**config.mk**
```make
export PLATFORM = sky130hd
export DESIGN_NAME = vec_issue_seq
export DESIGN_NICKNAME = d
export VERILOG_FILES = /design/src/rtl/vis_pkg.sv /design/src/rtl/vis_ctrl.sv /design/src/rtl/vis_idx_gen.sv /design/src/rtl/vis_tag_pipe.sv /design/src/rtl/vec_issue_seq.sv
export SDC_FILE = /design/constraint.sdc
export NUM_CORES = 1
export LEC_CHECK = 0
export ABC_AREA = 1
export ABC_CLOCK_PERIOD_IN_PS = 2700
export BUFFER_PORTS_ARGS = -buffer_cell sky130_fd_sc_hd__buf_2
export CORE_MARGIN = 1.5
export CORE_UTILIZATION = 50
export CTS_BUF_LIST = sky130_fd_sc_hd__clkbuf_8
export CTS_CLUSTER_DIAMETER = 150
export DETAILED_ROUTE_END_ITERATION = 16
export HOLD_SLACK_MARGIN = 0.12
export MAX_ROUTING_LAYER = met4
export PLACE_DENSITY_LB_ADDON = 0.05
export SYNTH_ARGS = -nofsm -noshare
export SYNTH_HDL_FRONTEND = slang
export SYNTH_SLANG_ARGS = --single-unit
```
**constraint.sdc**
```tcl
create_clock -name clk_i -period 2.7 [get_ports clk_i]
set_input_delay 0 -clock clk_i [delete_from_list [all_inputs] [get_ports clk_i]]
set_output_delay 0 -clock clk_i [all_outputs]
set_load 0.005 [all_outputs]
```
**src/rtl/vis_pkg.sv**
```systemverilog
package vis_pkg;
  localparam int unsigned REG_W  = 5;
  localparam int unsigned OFF_W  = 3;
  localparam int unsigned OP_W   = 4;
  localparam int unsigned LEN_W  = 3;
  localparam int unsigned STR_W  = 2;
  localparam int unsigned EX_NUM = 7;

  typedef struct packed {
    logic             v;
    logic [REG_W-1:0] dst;
    logic [LEN_W-1:0] idx;
  } tag_t;
endpackage

```
**src/rtl/vis_ctrl.sv**
```systemverilog
module vis_ctrl #(
  parameter int unsigned LEN_W = 3
) (
  input  logic             clk_i,
  input  logic             rst_ni,
  input  logic             start_i,
  input  logic [LEN_W-1:0] len_i,
  input  logic             stall_i,
  output logic             accept_o,
  output logic             e1_v_o,
  output logic             adv_o,
  output logic             last_o,
  output logic [LEN_W-1:0] cnt_o
);
  logic             e1_v_q;
  logic [LEN_W-1:0] cnt_q, len_q;

  assign accept_o = start_i & ~e1_v_q;
  assign adv_o    = e1_v_q & ~stall_i;
  assign last_o   = (cnt_q == len_q);
  assign e1_v_o   = e1_v_q;
  assign cnt_o    = cnt_q;

  always_ff @(posedge clk_i or negedge rst_ni) begin
    if (!rst_ni) begin
      e1_v_q <= 1'b0;
      cnt_q  <= '0;
      len_q  <= '0;
    end else if (accept_o) begin
      e1_v_q <= 1'b1;
      cnt_q  <= '0;
      len_q  <= len_i;
    end else if (adv_o) begin
      if (last_o) e1_v_q <= 1'b0;
      else        cnt_q  <= cnt_q + LEN_W'(1);
    end
  end
endmodule

```
**src/rtl/vis_idx_gen.sv**
```systemverilog
module vis_idx_gen #(
  parameter int unsigned REG_W = 5,
  parameter int unsigned OFF_W = 3,
  parameter int unsigned LEN_W = 3,
  parameter int unsigned STR_W = 2
) (
  input  logic [REG_W-1:0] base_i,
  input  logic [STR_W-1:0] stride_i,
  input  logic [LEN_W-1:0] cnt_i,
  output logic [REG_W-1:0] idx_o
);
  logic [OFF_W-1:0] step, ofs;

  always_comb begin
    step = OFF_W'(stride_i) + OFF_W'(1);
    // offset wraps inside the bank, bank bits pass through
    ofs  = base_i[OFF_W-1:0] + OFF_W'(cnt_i) * step;
    idx_o = {base_i[REG_W-1:OFF_W], ofs};
  end
endmodule

```
**src/rtl/vis_tag_pipe.sv**
```systemverilog
module vis_tag_pipe
  import vis_pkg::*;
#(
  parameter int unsigned DEPTH = 7
) (
  input  logic             clk_i,
  input  logic             rst_ni,
  input  tag_t             tag_i,
  output logic [DEPTH-1:0] occ_o,
  output tag_t             tail_o
);
  tag_t stg_q [DEPTH];

  for (genvar k = 0; k < DEPTH; k++) begin : g_stg
    tag_t nxt;
    if (k == 0) begin : g_head
      assign nxt = tag_i;
    end else begin : g_body
      assign nxt = stg_q[k-1];
    end
    always_ff @(posedge clk_i or negedge rst_ni) begin
      if (!rst_ni) stg_q[k] <= '0;
      else         stg_q[k] <= nxt;
    end
    assign occ_o[k] = stg_q[k].v;
  end

  assign tail_o = stg_q[DEPTH-1];
endmodule

```
**src/rtl/vec_issue_seq.sv**
```systemverilog
module vec_issue_seq
  import vis_pkg::*;
#(
  parameter int unsigned N_EX = EX_NUM
) (
  input  logic               clk_i,
  input  logic               rst_ni,
  input  logic               start_i,
  input  logic [OP_W-1:0]    op_i,
  input  logic [REG_W-1:0]   dst_i,
  input  logic [REG_W-1:0]   src_a_i,
  input  logic [REG_W-1:0]   src_b_i,
  input  logic [LEN_W-1:0]   len_i,
  input  logic [STR_W-1:0]   stride_i,
  input  logic               stall_i,
  output logic               issue_valid_o,
  output logic [LEN_W-1:0]   issue_idx_o,
  output logic [OP_W-1:0]    issue_op_o,
  output logic [REG_W-1:0]   issue_dst_o,
  output logic [REG_W-1:0]   issue_src_a_o,
  output logic [REG_W-1:0]   issue_src_b_o,
  output logic               busy_o,
  output logic               iter_done_o,
  output logic [N_EX:0]      stage_occ_o,
  output logic               wb_valid_o,
  output logic [REG_W-1:0]   wb_dst_o,
  output logic [LEN_W-1:0]   wb_idx_o
);
  localparam int unsigned N_OPND = 3;
  localparam int unsigned N_POST = N_EX;  // E2..E7 plus writeback

  logic             accept, e1_v, adv, last;
  logic [LEN_W-1:0] cnt;
  logic [OP_W-1:0]  op_q;
  logic [STR_W-1:0] stride_q;
  logic [REG_W-1:0] base_in [N_OPND];
  logic [REG_W-1:0] base_q  [N_OPND];
  logic [REG_W-1:0] idx_w   [N_OPND];
  logic [N_POST-1:0] post_occ;
  tag_t             e1_tag, tail;

  vis_ctrl #(.LEN_W(LEN_W)) u_ctrl (
    .clk_i, .rst_ni, .start_i, .len_i, .stall_i,
    .accept_o(accept), .e1_v_o(e1_v), .adv_o(adv), .last_o(last), .cnt_o(cnt)
  );

  assign base_in[0] = dst_i;
  assign base_in[1] = src_a_i;
  assign base_in[2] = src_b_i;

  always_ff @(posedge clk_i or negedge rst_ni) begin
    if (!rst_ni) begin
      op_q     <= '0;
      stride_q <= '0;
    end else if (accept) begin
      op_q     <= op_i;
      stride_q <= stride_i;
    end
  end

  for (genvar g = 0; g < N_OPND; g++) begin : g_opnd
    always_ff @(posedge clk_i or negedge rst_ni) begin
      if (!rst_ni)     base_q[g] <= '0;
      else if (accept) base_q[g] <= base_in[g];
    end
    vis_idx_gen #(.REG_W(REG_W), .OFF_W(OFF_W), .LEN_W(LEN_W), .STR_W(STR_W)) u_idx (
      .base_i(base_q[g]), .stride_i(stride_q), .cnt_i(cnt), .idx_o(idx_w[g])
    );
  end

  assign e1_tag = '{v: adv, dst: idx_w[0], idx: cnt};

  vis_tag_pipe #(.DEPTH(N_POST)) u_pipe (
    .clk_i, .rst_ni, .tag_i(e1_tag), .occ_o(post_occ), .tail_o(tail)
  );

  assign issue_valid_o = adv;
  assign issue_idx_o   = cnt;
  assign issue_op_o    = op_q;
  assign issue_dst_o   = idx_w[0];
  assign issue_src_a_o = idx_w[1];
  assign issue_src_b_o = idx_w[2];
  assign busy_o        = e1_v;
  assign iter_done_o   = adv & last;
  assign stage_occ_o   = {post_occ, e1_v};
  assign wb_valid_o    = tail.v;
  assign wb_dst_o      = tail.dst;
  assign wb_idx_o      = tail.idx;
endmodule

```
# After elaboration in Yosys (flattened, before gate mapping)
# Index checks and enable logic that the tools add are counted.
[op_classes]
shift = 0
add_sub_neg = 5
n_lt_le_gt_ge = 0
n_mul = 1
bitwise = 5
div_mod_pow = 0
reduce_logical = 4
eq_ne = 2
muxes = 6
[op_table]
columns = ["cell", "n"]
rows = [
  ["adder 3 bit", 3],
  ["2-to-1 mux 3 bit", 3],
  ["AND reduction 2 bit", 2],
  ["nonzero test 2 bit", 2],
  ["adder 2 x 1 -> 3 bit (second input constant)", 1],
  ["adder 3 x 1 -> 3 bit (second input constant)", 1],
  ["AND 1 bit", 3],
  ["== test 3 bit", 1],
  ["multiplier 3 x 3 -> 3 bit", 1],
  ["2-to-1 mux 1 bit", 3],
  ["!= test 2 bit (second input constant)", 1],
  ["NOT 1 bit", 2],
]
[totals]
output_inout_bits = 42
n_memories = 0
latchBits = 0
mem_bits_rw = 0
in_bits = 28
register_bits = 91
rom_bits = 0

# Longest topological paths before layout
[depth]
word_depth = 4
depth_mapped = 13

# Cells and area by module
# A second synthesis with hierarchy kept.
[hier_totals]
hier_cells = 363
hier_area_um2 = 3588.4
[by_module_without_submodules]
columns = ["module", "n_inst", "cells_per_inst", "area_per_inst_um2"]
rows = [
  ["vis_tag_pipe", 1, 70, 1629.1],
  ["vec_issue_seq", 1, 92, 818.3],
  ["vis_idx_gen", 3, 52, 259.0],
  ["vis_ctrl", 1, 45, 364.1],
]

# Worst setup path before layout
# Ideal clock, no wire load.
[synth_timing]
path_kind = "flip-flop to flip-flop"
start = "register stride_q[0]"
end = "register u_pipe.stg_q, in the netlist u_pipe.g_stg[1].nxt[5]"
required_ns = 2.579
n_path_buf = 0
stages_incl_launch_ff = 11
t_arrival_ns = 1.945
setup_time_ns = 0.121
setup_slack_ns = 0.633
cell_sequence = "dfrtp_1 -> ha_1 -> nand2_1 -> inv_1 -> ha_1 -> inv_1 -> fa_1 -> xnor2_1 -> nand3_1 -> nand2_1 -> inv_1"
[synth_via]
elab_chain_len = 3
[synth_rtl]
columns = ["element", "line", "rtl"]
rows = [
  ["start, declared", "vec_issue_seq.sv:35", "logic [STR_W-1:0] stride_q;"],
  ["start signal, assigned", "vec_issue_seq.sv:57", "stride_q <= stride_i;"],
  ["adder 2 x 1 -> 3 bit", "vis_idx_gen.sv:15", "step = OFF_W'(stride_i) + OFF_W'(1);"],
  ["multiplier 3 x 3 -> 3 bit", "vis_idx_gen.sv:17", "ofs = base_i[OFF_W-1:0] + OFF_W'(cnt_i) * step;"],
  ["adder 3 bit", "vis_idx_gen.sv:17", ""],
  ["named net issue_dst_o[2]", "vec_issue_seq.sv:19", "output logic [REG_W-1:0] issue_dst_o,"],
  ["end signal, assigned by index", "vis_tag_pipe.sv:23", "else stg_q[k] <= nxt;"],
  ["end, declared", "vis_tag_pipe.sv:12", "tag_t stg_q [DEPTH];"],
]
# The timed path passes the listed nets, and every way through them passes these cells.
# A chain may end at the register's enable or synchronous reset.

# Worst setup path after layout
[layout_timing]
start = "register stride_q[0]"
end = "output port issue_src_a_o[2]"
[layout_via]
elab_chain_len = 3
[layout_rtl]
columns = ["element", "line", "rtl"]
rows = [
  ["adder 2 x 1 -> 3 bit", "vis_idx_gen.sv:15", ""],
  ["multiplier 3 x 3 -> 3 bit", "vis_idx_gen.sv:17", ""],
  ["adder 3 bit", "vis_idx_gen.sv:17", ""],
  ["end, declared", "vec_issue_seq.sv:20", "output logic [REG_W-1:0] issue_src_a_o,"],
]
# No other way between the ends.

==> metrics.md <==
| Metric | Value |
|---|---|
| Syn_nets | 262 |
| Highest Clock Rate | 400 MHz |
| Ys flop type | dfrtp_1 |
| Setup TNS | 0 ps |
| Clock slew at reported path FFs | 90 ps |
| Routed Antenna Nets | 0 |
| Synth Area per Inst | 14.4 um2 |
| Most common cell after layout, fill and taps aside | dfrtp_1 |
| Ports | 70 |
| DIE AREA | 6970 um2 |
| CP peak stage delay | 430 ps |
| Critical path data required time | 2700 ps |
| Crit Path Max Fanout | 4 |
| Cell Pwr Density | 1180 nW/um2 |
| Die W | 83.5 um |
| CTS tree | yes |
| Antenna cells | 0 |
| Status | finished clean |
| CP Launch Type | flip-flop |
| Worst Clk Skew | 7.82 ps |
| Worst Max-Slew Pin Slew | 1070 ps |
| Power Total | 0.00483 W |
| Max-cap violations | 0 |
| Pre-antenna DRT Iters | 4 |
| Crit-path cells | ha_1 -> nand2_1 -> inv_1 -> ha_1 -> inv_2 -> fa_1 -> xnor2_2 -> nand3_1 -> nand2_1 -> inv_1 -> buf_2 |
| Max-slew violation count | 0 |
| DR iter-0 viols | 55 |
| Post-CTS Setup Bufs | 0 |
| Post-synthesis cell count | 225 |
| Hold WS | 346 ps |
| Fill cells | 495 |
| Total number of clock tree sinks | 91 |
| Initial antenna violation count | 0 |
| Largest net degree at the start of global routing | 92 |
| PortBufs | 69 |
| Wirelength per Cell | 11.8 um |
| Via density | 4.52 |
| Worst Hold Class | flip-flop to flip-flop |
| Worst Path Arrival | 2500 ps |
| Crit path max-delay cell type | fa_1 |
| First-pass GRT wire length | 8310 um |
| Remaining Overflow, GRT | 0 |
| Register area | 2280 um2 |
| Number of remaining DRC errors | 0 |
| CTS Buf Count | 9 |
| Yosys Warn Count | 0 |
| Vias | 1,796 |
| Setup WS pre-CTS | 523 ps |
| Share of layout cells above drive strength 1 | 37.8% |
| # nets final | 352 |
| Maximum vdd drop | 740 uV |
| Period utilisation layout | 92.7% |
| CP endpoint kind | output port |
| WL final | 4680 um |
| Fin crit period | 2500 ps |
| Critical path type | flip-flop to output port |
| Mapped Area | 3240 um2 |
| Root Driver | clkbuf_8 |
| Fin. Hold Viols | 0 |
| Area growth from synthesis to layout | 25.8% |
| EDFF count, synth | 0 |
| Post-synthesis cell type count | 23 |
| Initial core utilization | 51.3% |
| Final Setup Violations | 0 |
| Fraction of registers with async set/reset | 100% |
| Vias in the first global route | 1,827 |
| Core Area | 6310 um2 |
| End-of-flow core utilization | 64.5% |
| Post-DP HPWL | 2820 um |
| All-Layer GR Usage | 15.7% |
| Multi-input gate area | 749 um2 |
| Max H-tree Level | 3 |
| Top-area cell type share of the netlist area | 70.3% |
| Pleak | 2.13 nW |
| Commonest non-fill, non-tap cells in the layout | dfrtp_1 (91), buf_2 (68), dlygate4sd3_1 (27) |
| Synth area leader | dfrtp_1 |
| Max Buffers Root-to-Sink | 2 |
| Unrepaired setup endpoints after global routing | false |
| Area contributors post-synth | dfrtp_1 (70%), mux2_4 (7.0%), buf_4 (3.2%) |
| Die Height | 83.5 um |
| Gpl congestion | 0.801 |
| Clock Latency Late Sink | 350 ps |
| Seq/Total Area, Yosys | 70.3% |
| Setup ws final | 198 ps |
| Synthesized flop and latch total | 91 |
| FP Rows | 29 |
| Max-slew headroom | 28.6% |
-- synth_stat cells, types with 2 or more instances --
master,n
nor2_1,8
nand2_4,2
nand2_2,7
buf_4,14
nand2_1,23
mux2_2,4
nand4_1,2
fa_1,3
buf_6,2
xnor2_1,4
inv_1,22
inv_2,2
clkinv_1,2
a21oi_1,5
nand3_1,8
dfrtp_1,91
ha_1,6
mux2_4,15
-- routing by layer --
layer / GRT usage, % / share of wire [%]
met1: 21.2 / 48
met2: 22.5 / 46
met3: 4.75 / 4.1
met4: 6.86 / 2.0
met5: - / 0
-- area by class of cell --
| type | count | share of cell area, % |
|---|---|---|
| Clock buffer | 9 | 3.04 |
| Clock inverter | 7 | 2.76 |
| Inverter | 26 | 2.39 |
| Multi-Input combinational cell | 91 | 18.4 |
| Sequential cell | 91 | 55.9 |
| Tap cell | 77 | 2.36 |
| Timing Repair Buffer | 96 | 15.2 |
-- sequential cells by signal, indices dropped and copies added (netlist names) --
register / cells
u_pipe.g_stg.nxt: 48
base_q: 15
u_pipe.tail_o: 8
u_pipe.occ_o: 7
issue_op_o: 4
u_ctrl.cnt_o: 3
u_ctrl.len_q: 3
stride_q: 2
u_ctrl.e1_v_o: 1
-- critical path, delay by kind of cell, from the launching register on --
family	cells	cell delay (ps)
xor gates and xnor gates	1	160
adders and majority gates	3	1080
buffers and inverters	4	260
DFF	1	410
and+or+nand+nor	3	240
-- what timing repair did --
item / 4_1_cts / 5_1_grt
endpoints found under the hold margin: 120 / 0
gates resized for setup: 0 / 4
setup endpoints to repair: 0 / 2
hold buffers: 27 / 0
-- through the flow --
step	std cells	instance area (um2)
3_3_place_gp	354	3550
5_1_grt	397	4080
3_5_place_dp	354	3550
6_report	397	4080
2_1_floorplan	225	3240
4_1_cts	397	4060
-- final timing paths --
check | start | to | slack [ps] | cells after the start
min | u_pipe.g_stg[1].nxt[7] | u_pipe.g_stg[2].nxt[7] | 350 | 0
min in group asynchronous | rst_ni | u_ctrl.cnt_o[2] | 380 | 2
max in group asynchronous | rst_ni | stride_q[0] | 1640 | 2
min reg2reg | u_pipe.g_stg[1].nxt[7] | u_pipe.g_stg[2].nxt[7] | 350 | 0
max | stride_q[0] | issue_src_a_o[2] | 200 | 11
max reg2reg | stride_q[0] | u_pipe.g_stg[1].nxt[5] | 650 | 10
-- logic make-up (layout without fill, tap and decap cells) --
group	count (synthesis)	count (layout)	synth area share, %
buf+inv	43	138	7.11
xor+xnor	5	5	1.35
flops	91	91	70.3
simple gates	52	52	7.76
mux	19	19	8.34
compound gates	6	6	0.966
fa+ha+maj	9	9	4.17
-- report_power, final --
group,total (W),switching (W),internal (W),leakage (nW)
logic,0.00156,0.000742,0.000817,0.923
registers,0.00224,0.000256,0.00198,1.09
clock network,0.00103,0.000493,0.000538,0.114
total,0.00483,0.00149,0.00334,2.13
No activity file was read; power rests on OpenSTA's default activity.
